==> src/rtl/gdm_pkg.sv <==
package gdm_pkg;

    typedef enum logic [2:0] {
        MD_OFF  = 3'd0,
        MD_DCM  = 3'd1,
        MD_FCCM = 3'd2,
        MD_LQ   = 3'd3,
        MD_ULQ  = 3'd4
    } mode_t;

    typedef enum logic [2:0] {
        ST_DIS,
        ST_RUN,
        ST_LQ,
        ST_ULQ,
        ST_WAKE
    } st_t;

    typedef struct packed {
        logic hs;
        logic ls;
    } gate_t;

    // level codes: 0 low, 1 high, 2/3 mid
    function automatic logic lvl_mid(input logic [1:0] v);
        return v[1];
    endfunction

    function automatic logic lvl_hi(input logic [1:0] v);
        return v == 2'd1;
    endfunction

    function automatic logic lvl_lo(input logic [1:0] v);
        return v == 2'd0;
    endfunction

    function automatic int unsigned ns_to_cyc(input int unsigned mhz, input int unsigned ns);
        int unsigned r;
        r = (mhz * ns) / 1000;
        return (r < 1) ? 1 : r;
    endfunction

    // parking decision once the supply is good
    function automatic st_t settle(input logic pwm_m, input logic skip_m);
        if (pwm_m && skip_m) return ST_ULQ;
        if (pwm_m)           return ST_LQ;
        return ST_RUN;
    endfunction

endpackage

==> src/rtl/gdm_uvlo.sv <==
module gdm_uvlo #(
    parameter int VW      = 8,
    parameter int UV_HI   = 200,
    parameter int UV_HYST = 20
) (
    input  logic          clk,
    input  logic          rst,
    input  logic          en,
    input  logic [VW-1:0] code,
    output logic          uv
);
    localparam logic [VW-1:0] TH_HI = VW'(UV_HI);
    localparam logic [VW-1:0] TH_LO = VW'(UV_HI - UV_HYST);

    always_ff @(posedge clk) begin
        if (rst) begin
            uv <= 1'b1;
        end else if (en) begin
            if (uv && code >= TH_HI)
                uv <= 1'b0;
            else if (!uv && code < TH_LO)
                uv <= 1'b1;
        end
    end
endmodule

==> src/rtl/gdm_tmr.sv <==
module gdm_tmr #(
    parameter int W = 8
) (
    input  logic         clk,
    input  logic         rst,
    input  logic         load,
    input  logic [W-1:0] val,
    input  logic         clr,
    output logic         busy,
    output logic         last
);
    logic [W-1:0] cnt;

    always_ff @(posedge clk) begin
        if (rst)                cnt <= '0;
        else if (load)          cnt <= val;
        else if (clr)           cnt <= '0;
        else if (cnt != '0)     cnt <= cnt - 1'b1;
    end

    assign busy = (cnt != '0);
    assign last = (cnt == W'(1));
endmodule

==> src/rtl/gdm_dead.sv <==
module gdm_dead
    import gdm_pkg::*;
#(
    parameter int DEAD_CYC = 2
) (
    input  logic  clk,
    input  logic  rst,
    input  gate_t req,
    output gate_t gate
);
    logic on_ok;

    generate
        if (DEAD_CYC <= 1) begin : g_min
            assign on_ok = !gate.hs && !gate.ls;
        end else begin : g_cnt
            localparam int CW = $clog2(DEAD_CYC) + 1;
            localparam logic [CW-1:0] OFF_LIM = CW'(DEAD_CYC - 1);
            logic [CW-1:0] off_cnt;

            always_ff @(posedge clk) begin
                if (rst)                       off_cnt <= OFF_LIM;
                else if (gate.hs || gate.ls)   off_cnt <= '0;
                else if (off_cnt != OFF_LIM)   off_cnt <= off_cnt + 1'b1;
            end

            assign on_ok = !gate.hs && !gate.ls && (off_cnt == OFF_LIM);
        end
    endgenerate

    always_ff @(posedge clk) begin
        if (rst) begin
            gate <= '0;
        end else begin
            gate.hs <= req.hs && !req.ls && (gate.hs || on_ok);
            gate.ls <= req.ls && !req.hs && (gate.ls || on_ok);
        end
    end
endmodule

==> src/rtl/gdm_ctrl.sv <==
module gdm_ctrl
    import gdm_pkg::*;
#(
    parameter int VW       = 8,
    parameter int UV_HI    = 200,
    parameter int UV_HYST  = 20,
    parameter int CLK_MHZ  = 100,
    parameter int FCCM_NS  = 4000,
    parameter int WAKE_NS  = 40000,
    parameter int DEAD_CYC = 2
) (
    input  logic          clk,
    input  logic          rst,
    input  logic [VW-1:0] vdd_code_i,
    input  logic [1:0]    pwm_i,
    input  logic [1:0]    skip_i,
    input  logic          zx_i,
    output logic          hs_en_o,
    output logic          ls_en_o,
    output logic          boot_en_o,
    output logic          zx_cmp_en_o,
    output logic          uv_cmp_en_o,
    output logic [2:0]    mode_o
);
    localparam int CCM_CYC = ns_to_cyc(CLK_MHZ, FCCM_NS);
    localparam int WK_CYC  = ns_to_cyc(CLK_MHZ, WAKE_NS);
    localparam int CCW     = $clog2(CCM_CYC + 1);
    localparam int WKW     = $clog2(WK_CYC + 1);

    st_t   state_q, st_n;
    logic  uv_q;
    logic  ccm_ld, ccm_busy, ccm_last;
    logic  wk_ld, wk_busy, wk_last;
    logic  zx_seen_q;
    logic  pwm_m, pwm_h, pwm_l, skip_m, skip_l;
    logic  in_run, dcm_sel;
    gate_t req, gate;
    mode_t mode;

    assign pwm_m  = lvl_mid(pwm_i);
    assign pwm_h  = lvl_hi(pwm_i);
    assign pwm_l  = lvl_lo(pwm_i);
    assign skip_m = lvl_mid(skip_i);
    assign skip_l = lvl_lo(skip_i);

    gdm_uvlo #(.VW(VW), .UV_HI(UV_HI), .UV_HYST(UV_HYST)) u_uvlo (
        .clk  (clk),
        .rst  (rst),
        .en   (state_q != ST_ULQ),
        .code (vdd_code_i),
        .uv   (uv_q)
    );

    // next state
    always_comb begin
        st_n  = state_q;
        wk_ld = 1'b0;
        unique case (state_q)
            ST_DIS:  if (!uv_q) st_n = settle(pwm_m, skip_m);
            ST_ULQ:  if (skip_l) begin
                         st_n  = ST_WAKE;
                         wk_ld = 1'b1;
                     end
            ST_WAKE: if (uv_q)         st_n = ST_DIS;
                     else if (wk_last) st_n = settle(pwm_m, skip_m);
            default: if (uv_q)         st_n = ST_DIS;
                     else              st_n = settle(pwm_m, skip_m);
        endcase
        ccm_ld = (st_n == ST_RUN) && (state_q == ST_LQ || state_q == ST_WAKE);
    end

    always_ff @(posedge clk) begin
        if (rst) state_q <= ST_DIS;
        else     state_q <= st_n;
    end

    gdm_tmr #(.W(CCW)) u_ccm (
        .clk  (clk),
        .rst  (rst),
        .load (ccm_ld),
        .val  (CCW'(CCM_CYC)),
        .clr  (state_q != ST_RUN),
        .busy (ccm_busy),
        .last (ccm_last)
    );

    gdm_tmr #(.W(WKW)) u_wake (
        .clk  (clk),
        .rst  (rst),
        .load (wk_ld),
        .val  (WKW'(WK_CYC)),
        .clr  (state_q != ST_WAKE),
        .busy (wk_busy),
        .last (wk_last)
    );

    assign in_run  = (state_q == ST_RUN);
    assign dcm_sel = in_run && skip_l && !ccm_busy;

    // zero-crossing latch, cleared by the next high-side pulse
    always_ff @(posedge clk) begin
        if (rst || !in_run || pwm_h) zx_seen_q <= 1'b0;
        else if (dcm_sel && pwm_l && zx_i) zx_seen_q <= 1'b1;
    end

    always_comb begin
        req.hs = in_run && pwm_h;
        req.ls = in_run && pwm_l && !(dcm_sel && (zx_seen_q || zx_i));
    end

    gdm_dead #(.DEAD_CYC(DEAD_CYC)) u_dead (
        .clk  (clk),
        .rst  (rst),
        .req  (req),
        .gate (gate)
    );

    always_comb begin
        unique case (state_q)
            ST_RUN:           mode = dcm_sel ? MD_DCM : MD_FCCM;
            ST_LQ:            mode = MD_LQ;
            ST_ULQ, ST_WAKE:  mode = MD_ULQ;
            default:          mode = MD_OFF;
        endcase
    end

    assign hs_en_o     = gate.hs;
    assign ls_en_o     = gate.ls;
    assign boot_en_o   = gate.ls;
    assign zx_cmp_en_o = dcm_sel;
    assign uv_cmp_en_o = (state_q != ST_ULQ);
    assign mode_o      = mode;

    logic unused_ok;
    assign unused_ok = ^{ccm_last, wk_busy};
endmodule

==> config.mk <==
export PLATFORM = sky130hd
export DESIGN_NAME = gdm_ctrl
export DESIGN_NICKNAME = d
export VERILOG_FILES = /design/src/rtl/gdm_pkg.sv /design/src/rtl/gdm_uvlo.sv /design/src/rtl/gdm_tmr.sv /design/src/rtl/gdm_dead.sv /design/src/rtl/gdm_ctrl.sv
export SDC_FILE = /design/constraint.sdc
export NUM_CORES = 1
export LEC_CHECK = 0
export ABC_AREA = 1
export CAP_MARGIN = 20
export CORE_MARGIN = 4
export CORE_UTILIZATION = 50
export CTS_CLUSTER_SIZE = 25
export DETAILED_ROUTE_END_ITERATION = 8
export DONT_BUFFER_PORTS = 1
export PLACE_DENSITY = 0.66
export SKIP_CTS_REPAIR_TIMING = 1
export SYNTH_ARGS = -nofsm -noshare
export SYNTH_HDL_FRONTEND = slang
export SYNTH_SLANG_ARGS = --single-unit
==> constraint.sdc <==
create_clock -name clk -period 4.23 [get_ports clk]
set_clock_uncertainty 0.2 [all_clocks]
set_input_delay 0.423 -clock clk [delete_from_list [all_inputs] [get_ports clk]]
set_output_delay 0.423 -clock clk [all_outputs]
set_load 0.005 [all_outputs]
==> results by stage <==
Global routing:
- The first-pass GRT wire length is 5490 µm.
- The total global-route track usage is 16.2%.
- Entering global routing, the biggest net connects 14 pins.
- The number of antenna violations at the first check in global routing was 0.
- The total grt overflow is 0.
- The number of global-route vias before repair is 1,321.

Timing:
- The clock period minus worst slack is 2.32 ns.
- The worst slew margin relative to its limit is 73.1%.
- Setup repair after global routing left no endpoint under its margin.
- The number of pins exceeding their max-slew limit in the final report is 0.
- The timing-limited maximum frequency is 0.430 GHz.
- Summed over all failing endpoints, the final setup total negative slack is 0 ns.
- The slew at the pin closest to its max-slew limit is 0.402 ns.
- Setup violations remaining at the end of the flow were counted as 0.
- The hold violation count in the final report is 0.
- In the finished design, the share of the clock period the worst path needs comes to 54.9%.

Worst setup path:
- The highest fanout seen on the critical path is 5.
- The buffer and inverter count on the worst path is 1.
- The launching element of the worst setup path is u_ccm.cnt[0]$_SDFFE_PP0P_.
- The worst register-to-register path begins at u_ccm.cnt[0]$_SDFFE_PP0P_.
- The critical path goes through inv_1 -> ha_1 -> nand4_1 -> nor2_2 -> nand3_2 -> nor2_4 -> o21ai_0.
- The cell with the largest stage delay on the worst path is dfxtp_1.
- The worst setup path is launched from a register.
- The type of destination of the critical path is an output pin.
- For this run, the slowest stage of the critical path takes 0.32 ns.
- The arrival time at the worst endpoint is 1.70 ns.
- The required time of the critical path is 3.61 ns.
- The setup path with the least slack is of type reg2out.
- Broken down by cell family, the worst path's largest delay share belongs to simple AND/OR/NAND/NOR gates.

Floorplanning:
- The die span in y is 67.1 µm.
- The die area is 0.00450 mm².
- The floorplan has 21 rows.
- In this run the standard cell core region covers 0.00336 mm².
- The top-level port count is 23.
- The horizontal die dimension is 67.1 µm.
- The effective utilization at floorplan is 51.9%.

Logic synthesis:
- The number of distinct library cells after synthesis is 34.
- For this run, the number of Yosys warnings is 0.
- The cell area after technology mapping is 0.00175 mm².
- Sequential cells were found to cover 34.4% of the synthesized design area.
- Synthesis inferred 30 register bits.
- The per-instance average area after synthesis is 7.27 µm².
- Synthesis produced a netlist with a net count of 260.
- The number of standard cells after synthesis is 240.

CTS:
- The longest clock path from root to sink contains 2 buffers.
- Clock tree synthesis found a total of 30 sinks.
- For the worst-skew pair, the clock arrives at the later sink with an insertion delay of 0.33 ns.
- Clock tree synthesis selected as its root buffer the cell clkbuf_4.
- The total clock buffers created by CTS is 5.
- The clock slew seen by the registers of the worst setup and hold paths is 0.10 ns.
- The number of H-tree levels is 2.
- The TritonCTS clock tree is built.

Final layout:
- The ratio of cells with drive above 1 in the final layout is 21.1%.
- The area growth from synthesis to layout is 6.67%.
- The net count of the finished layout is 266.
- The antenna diode count is 0.

Power:
- The worst-case IR drop observed on VDD is 0.211 mV.
- Summed over all cells, the static leakage comes to 0.838 nW.
- The total power is 653 µW.
- For this design the ratio of total power to cell area is 350 mW/mm².

Routing:
- The total number of vias is 1,458.
- The remaining number of nets flagged by the antenna check after routing is 0.
- The number of detailed-routing iterations run before antenna repair is 4.
- The number of DRC markers after the initial detailed-route iteration is 69.
- Dividing the detail-routed wire length by the instance count gives 11.0 µm.
- In the routed design, unresolved DRC markers number 0.
- The post-detailed-routing wire length is 3220 µm.
- The post-detailed-route via-to-cell ratio is 4.98.

Run status:
- The run finished with clean final reports.

Min path:
- The min-delay analysis places its worst path in the category in2reg.
- The startpoint identified for the worst hold timing path is pwm_i[0].

Placed design:
- Routability-driven placement finished with a final weighted congestion of 0.806.
- The number of port buffers is 0.
- The half-perimeter wire length after placement is 2510 µm.

Job:
- The count of max-cap constraint violations is 0.
metal layers:
| metal | share of wire, % | vias to the layer above | track usage, % |
|---|---|---|---|
| li1 | - | 792 | - |
| met1 | 49 | 636 | 19.6 |
| met2 | 45 | 23 | 26.0 |
| met3 | 4.0 | 7 | 4.38 |
| met4 | 2.3 | 0 | 8.35 |
| met5 | 0 | - | 0 |
cells in the mapped netlist:
cell type / instances / share of area [%]
inv_4: 1 / 0.36
o41ai_1: 1 / 0.50
nor2_1: 20 / 4.3
nor2_4: 3 / 1.9
nand4_1: 3 / 1.1
nand2_2: 7 / 2.5
nand4_2: 1 / 0.72
nand2_4: 1 / 0.65
nand3_1: 12 / 3.4
o21ai_1: 4 / 1.1
nand3b_1: 1 / 0.43
buf_4: 1 / 0.43
a21oi_1: 19 / 5.4
inv_1: 24 / 5.2
a2111oi_0: 1 / 0.50
nand3_2: 2 / 1.1
or2_1: 1 / 0.36
o211ai_2: 1 / 0.72
o21ai_0: 7 / 2.0
o21a_1: 1 / 0.43
nor3_1: 6 / 1.7
nor3_2: 2 / 1.1
inv_2: 7 / 1.5
a31oi_1: 2 / 0.72
or2_2: 3 / 1.1
nor2_2: 14 / 5.0
dfxtp_1: 30 / 34
xnor2_1: 5 / 2.5
nand3_4: 2 / 2.0
nand2_1: 47 / 10
clkbuf_1: 1 / 0.21
ha_1: 5 / 3.6
nor3b_2: 1 / 0.72
xor2_1: 4 / 2.0
final cells by class:
type,count,area [µm²]
fillers,344,1500
well taps,46,57.6
repair buffers,1,10.0
flip-flops and latches,30,601
clock buffers,7,55.1
inverters,32,123
clock inverters,1,5.00
multi-input cells,176,1010
placed cells by master (no fill, tap or decap), types with 3 or more instances in the layout:
cell	count
ha_1	5
nor3_1	6
or2_2	3
nor2_2	14
inv_2	7
dfxtp_1	30
xnor2_1	5
nand2_1	47
a21oi_1	19
xor2_1	4
clkbuf_4	5
nand4_1	3
nor2_1	20
o21ai_0	7
nor2_4	3
nand3_1	12
o21ai_1	4
nand2_2	7
inv_1	24
power by group:
group | leakage [nW] | switching (mW) | internal [mW]
clock | 0.0353 | 0.101 | 0.0804
combinational | 0.560 | 0.0995 | 0.0576
sequential | 0.243 | 0.0162 | 0.298
path summary, 6_finish.rpt:
| kind | endpoint | slack [ns] | cells after the start |
|---|---|---|---|
| worst max-delay path | mode_o[1] | 1.91 | 7 |
| worst min-delay path | u_dead.gate[1]$_SDFF_PP0_ | 0.03 | 2 |
| worst max register to register | u_ccm.cnt[0]$_SDFFE_PP0P_ | 2.55 | 6 |
| worst min register to register | zx_seen_q$_SDFFE_PP0P_ | 0.28 | 2 |
flip-flops by register name, summed over array words and instances (netlist names):
name	cells
u_uvlo.uv	1
zx_seen_q	1
state_q	3
u_dead.g_cnt.off_cnt	2
u_wake.cnt	12
u_dead.gate	2
u_ccm.cnt	9
per-stage QoR:
| step | worst slack, ns | std cells | instance area [µm²] | utilization (%) | hold WS (ns) |
|---|---|---|---|---|---|
| final | 1.91 | 293 | 1860 | 55.4 | 0.0321 |
| after CTS | 1.87 | 292 | 1850 | 55.1 | -0.0730 |
| after floorplan | 2.42 | 240 | 1750 | - | 0.229 |
| after global placement | 2.26 | 284 | 1790 | 53.3 | 0.251 |
| after detailed placement | 2.26 | 284 | 1790 | 53.3 | 0.257 |
| after global routing | 1.74 | 293 | 1860 | 55.4 | 0.0252 |
logic make-up (layout without fill, tap and decap cells):
family / after synthesis / in the layout / share of synthesized area (%)
AO/OA/AOI/OAI: 36 / 36 / 11.5
XOR/XNOR: 9 / 9 / 4.52
adder cells (fa/ha/maj): 5 / 5 / 3.58
buffers and inverters: 34 / 41 / 7.67
flip-flops: 30 / 30 / 34.4
AND/OR/NAND/NOR: 126 / 126 / 38.4
No activity file was read; power rests on OpenSTA's default activity.
